<file path="src/rtl/alarm_irq_ctrl.sv">
module alarm_irq_ctrl #(
  parameter int TIME_W      = 48,
  parameter int TICK_DIV    = 32768,
  parameter int PULSE_TICKS = 250
) (
  input  logic              clk,
  input  logic              rst_n,
  input  logic              ctrl_we,
  input  logic [7:0]        ctrl_wdata,
  output logic [7:0]        ctrl_rdata,
  input  logic [TIME_W-1:0] time_now,
  input  logic [TIME_W-1:0] alm0_cmp,
  input  logic [TIME_W-1:0] alm1_cmp,
  input  logic [2:0]        lowv_evt,
  input  logic              stat_clr_we,
  input  logic [4:0]        stat_clr_mask,
  input  logic              rd_done,
  input  logic              time_wr_done,
  output logic [4:0]        status,
  output logic              irq_n,
  output logic              time_wr_ok,
  output logic              clk_run,
  output logic              sec_realign
);

  localparam int DIV_W = $clog2(TICK_DIV + 1);
  localparam int PT_W  = $clog2(PULSE_TICKS + 1);
  localparam logic [DIV_W-1:0] DIV_LAST = DIV_W'(TICK_DIV - 1);
  localparam logic [PT_W-1:0]  PT_LAST  = PT_W'(PULSE_TICKS - 1);

  logic             arst_q, wen_q, im_q;
  logic [1:0]       ale_q;
  logic [1:0]       match, match_d, trig;
  logic [4:0]       stat_q, clr_v, set_v;
  logic             pulse_on;
  logic [DIV_W-1:0] div_q;
  logic [PT_W-1:0]  tick_q;

  always_ff @(posedge clk or negedge rst_n)
    if (!rst_n) begin
      arst_q <= 1'b0;
      wen_q  <= 1'b0;
      im_q   <= 1'b0;
      ale_q  <= 2'b00;
    end else if (ctrl_we) begin
      arst_q <= ctrl_wdata[7];
      wen_q  <= ctrl_wdata[6];
      im_q   <= ctrl_wdata[4];
      ale_q  <= ctrl_wdata[1:0];
    end

  assign ctrl_rdata = {arst_q, wen_q, 1'b0, im_q, 2'b00, ale_q};

  assign match = {time_now == alm1_cmp, time_now == alm0_cmp};
  assign trig  = match & ~match_d & ale_q;

  always_ff @(posedge clk or negedge rst_n)
    if (!rst_n) match_d <= 2'b00;
    else        match_d <= match;

  assign set_v = {lowv_evt, trig};
  assign clr_v = (stat_clr_we ? stat_clr_mask : 5'b0) | {5{rd_done & arst_q}};

  always_ff @(posedge clk or negedge rst_n)
    if (!rst_n) stat_q <= '0;
    else        stat_q <= (stat_q & ~clr_v) | set_v;

  assign status = stat_q;

  always_ff @(posedge clk or negedge rst_n)
    if (!rst_n) begin
      pulse_on <= 1'b0;
      div_q    <= '0;
      tick_q   <= '0;
    end else if (|trig) begin
      pulse_on <= 1'b1;
      div_q    <= '0;
      tick_q   <= '0;
    end else if (pulse_on) begin
      if (div_q == DIV_LAST) begin
        div_q <= '0;
        if (tick_q == PT_LAST) pulse_on <= 1'b0;
        else                   tick_q   <= tick_q + 1'b1;
      end else begin
        div_q <= div_q + 1'b1;
      end
    end

  assign irq_n = ~(im_q ? pulse_on : |stat_q[1:0]);

  always_ff @(posedge clk or negedge rst_n)
    if (!rst_n) begin
      clk_run     <= 1'b0;
      sec_realign <= 1'b0;
    end else begin
      sec_realign <= time_wr_done & wen_q;
      if (ctrl_we && !ctrl_wdata[6])  clk_run <= 1'b0;
      else if (time_wr_done && wen_q) clk_run <= 1'b1;
    end

  assign time_wr_ok = wen_q;

endmodule

</file>
<file path="config.mk">
export PLATFORM = sky130hd
export DESIGN_NAME = alarm_irq_ctrl
export DESIGN_NICKNAME = d
export VERILOG_FILES = /design/src/rtl/alarm_irq_ctrl.sv
export SDC_FILE = /design/constraint.sdc
export NUM_CORES = 1
export LEC_CHECK = 0
export BUFFER_PORTS_ARGS = -buffer_cell sky130_fd_sc_hd__buf_2
export CORE_UTILIZATION = 44
export CTS_CLUSTER_SIZE = 28
export DETAILED_ROUTE_END_ITERATION = 12
export PLACE_DENSITY_LB_ADDON = 0.08
export SKIP_CTS_REPAIR_TIMING = 1
export SLEW_MARGIN = 0
export SYNTH_ARGS = -nofsm -noshare
export SYNTH_HDL_FRONTEND = slang
export SYNTH_SLANG_ARGS = --single-unit
</file>
<file path="constraint.sdc">
create_clock -name clk -period 2.4 [get_ports clk]
set_input_delay 0.48 -clock clk [delete_from_list [all_inputs] [get_ports clk]]
set_output_delay 0.48 -clock clk [all_outputs]
set_load 0.02 [all_outputs]
</file>
==> out/qor.yml <==
run_status:
  status: "complete, no violations"
grt:
  use_met3: 0.0663
  grt_busiest_layer: "met2"
  grt_pass1_vias: 2870
  grt_max_degree: 40
  met2_usage: 0.453
  antenna_found_initial: 1
  grt_use_total: 0.255
  use_met1: 0.303
  overflow: 0
  grt_pass1_wl_um: 13900
synth:
  synth_top_area_cell: "dfrtp_1"
  synth_common_cells: "107 x xnor2_1, 39 x dfrtp_1, 30 x nand4_1, 27 x nand2_1, 27 x nor2_1"
  synth_cell_types: 32
  synth-main-ff-cell: "dfrtp_1"
  ys.warnings.count: 0
  ys_ff_latch: 39
  synth-edff-count: 0
  avgSynthCellArea_sq_um: 9.20
  yosysMostFrequentCell: "xnor2_1"
  netlist_instances: 319
  seq_area_frac_synth: 0.333
  synth.area.top_cells: "dfrtp_1 33%, xnor2_1 32%, nand4_1 6.4%"
  syn_area_sq_mm: 0.00293
  synth-async-reset-ratio: 1.00
  yosysTopAreaCellShare: 0.333
sta:
  period_needed_ps: 2070
  fmax_mhz: 483
  setup-violations-final: 0
  slew_viol_final: 0
  rsz0062_at_grt: "no"
  post-route-period-util: 0.862
  tns_ps: 0
  finClkSkew_ps: 5.54
  relSlewSlack: 0.424
  hold_viol_final: 0
  whs_ps: 289
  tightest_slew_ps: 864
worst_setup_path:
  crit_chain: "ha_1 > and2_1 > nand4_4 > or3_1 > o41ai_1 > nand3_1"
  crit_start: "div_q[0]"
  cp_slowest_cell: "or3_1"
  critPathRequiredTime_ps: 2570
  timing.rr.start: "div_q[0]"
  crit_fanout: 5
  path_depth: 6
  start_kind: "register"
  r2r-end: "pulse_on"
  reg2reg_slack_ps: 330
  cp_slowest_stage_delay_ps: 420
  worst_ep_arrival_time_ps: 2240
  critPathBufInv: 0
  end_kind: "register"
  reg2reg_depth: 6
  criticalPathCategory: "reg -> reg"
  critPathTopFamily: "simple AND/OR/NAND/NOR gates"
floorplan:
  core_area_sq_mm: 0.00639
  die_h_um: 83.7
  fp-row-count: 29
  die_x_um: 83.7
  die-area_sq_mm: 0.00700
  initial_utilization: 0.459
  io_pins: 183
cts:
  clk_latency_ps: 290
  cts_buffer_depth: 2
  cts_tree: "built"
  cts-root-buf: "clkbuf_8"
  numCtsBuffers: 5
  cts_num_sinks: 39
  cts_htree_levels: 2
  clk_pin_slew_ps: 80
finish:
  final_util: 0.631
  final_cells: 576
  fin_nets: 666
  drive_above_1_share: 0.406
  area_growth_pct: 37.3
placed_design:
  gp_congestion: 0.942
  hpwlAfterDp_um: 7570
  dp.cells: 567
  port_buffers: 176
power:
  pwr-share-clk: 0.367
  power_density_mw_per_mm2: 442
  combPwrFrac: 0.249
  p_leak_nw: 1.84
  power_frac_seq: 0.384
  irDropWorstVdd_mv: 0.357
  p_switching_mw: 0.455
  intPower_mw: 1.33
  power.total_mw: 1.78
  switching_share: 0.255
min_path:
  worstHoldPathType: "in -> async"
run:
  maxCapViolCount: 0
routing:
  routed_wl_um: 8740
  drtIter0Drc: 111
  via_per_inst: 5.01
  wl_per_cell_um: 15.2
  first_pass_iters: 4
  drc_errors: 0
  num_vias: 2886
  ant_nets: 0
-- worst max-delay path by stage --
stage / endpoint / slack [ps]
2_1_floorplan: tick_q[5] / 530
3_3_place_gp: tick_q[1] / 270
3_5_place_dp: tick_q[1] / 260
4_1_cts: pulse_on / 280
5_1_grt: pulse_on / 130
6_report: pulse_on / 330
-- worst register-to-register path, stage by stage, from the launching register on --
cell	delay, ps
dfrtp_1	410
ha_1	250
and2_1	230
nand4_4	150
or3_1	420
o41ai_1	390
nand3_1	110
-- through the flow --
step / cell area (sq um) / setup slack, ps
6_report: 4030 / 330
3_3_place_gp: 3890 / 270
5_1_grt: 4030 / 132
3_5_place_dp: 3890 / 263
4_1_cts: 4030 / 285
2_1_floorplan: 2940 / 527
-- kinds of logic after synthesis --
family,synth area share
xor+xnor,0.343
buf+inv,0.0269
mux,0.0264
compound gates,0.0277
fa+ha+maj,0.0128
other cells,0.00128
simple gates,0.229
flops,0.333
-- power groups by stage --
stage / combinational (mW) / sequential, mW / clock, mW
6_report: 0.443 / 0.684 / 0.654
5_1_grt: 0.481 / 0.686 / 0.690
4_1_cts: 0.449 / 0.684 / 0.656
3_5_place_dp: 0.446 / 0.697 / 0
3_3_place_gp: 0.440 / 0.696 / 0
2_1_floorplan: 0.203 / 0.712 / 0
-- flip-flops by register name, indices dropped and copies added, names as in the netlist --
signal and count:
div_q 16, tick_q 8, status 5, ale_q 2, match_d 2, arst_q 1
clk_run 1, im_q 1, pulse_on 1, sec_realign 1, time_wr_ok 1
-- metal layers --
layer,share of wire,vias to the layer above
li1,-,1437
met1,0.41,1319
met2,0.49,116
met3,0.074,14
met4,0.021,0
met5,0,-
-- final cells by class --
type,count,area (sq um)
tap,77,96.3
sequential,39,976
clock inverter,2,60.1
inverter,3,11.3
antenna,1,2.50
multi-input combinational,268,1890
timing repair buffer,180,923
clock buffer,6,72.6
fill,585,2360
-- cell usage in the layout, fill, tap and decap left out, drive strengths merged --
cell	count
diode	1
nand2b	2
clkbuf	6
xor2	8
nor2	30
dfrtp	39
xnor2	107
nand4	31
conb	3
a211oi	1
nand3	12
inv	3
or3	1
and4	2
a21oi	4
ha	3
and3	4
mux2	6
buf	180
nand2	27
nor3	8
o211a	1
or2	1
bufinv	2
o41ai	1
mux2i	1
a31o	3
nor2b	2
and2	2
nor4	6
or4	1
a2bb2oi	1
No activity file was read; power rests on OpenSTA's default activity.
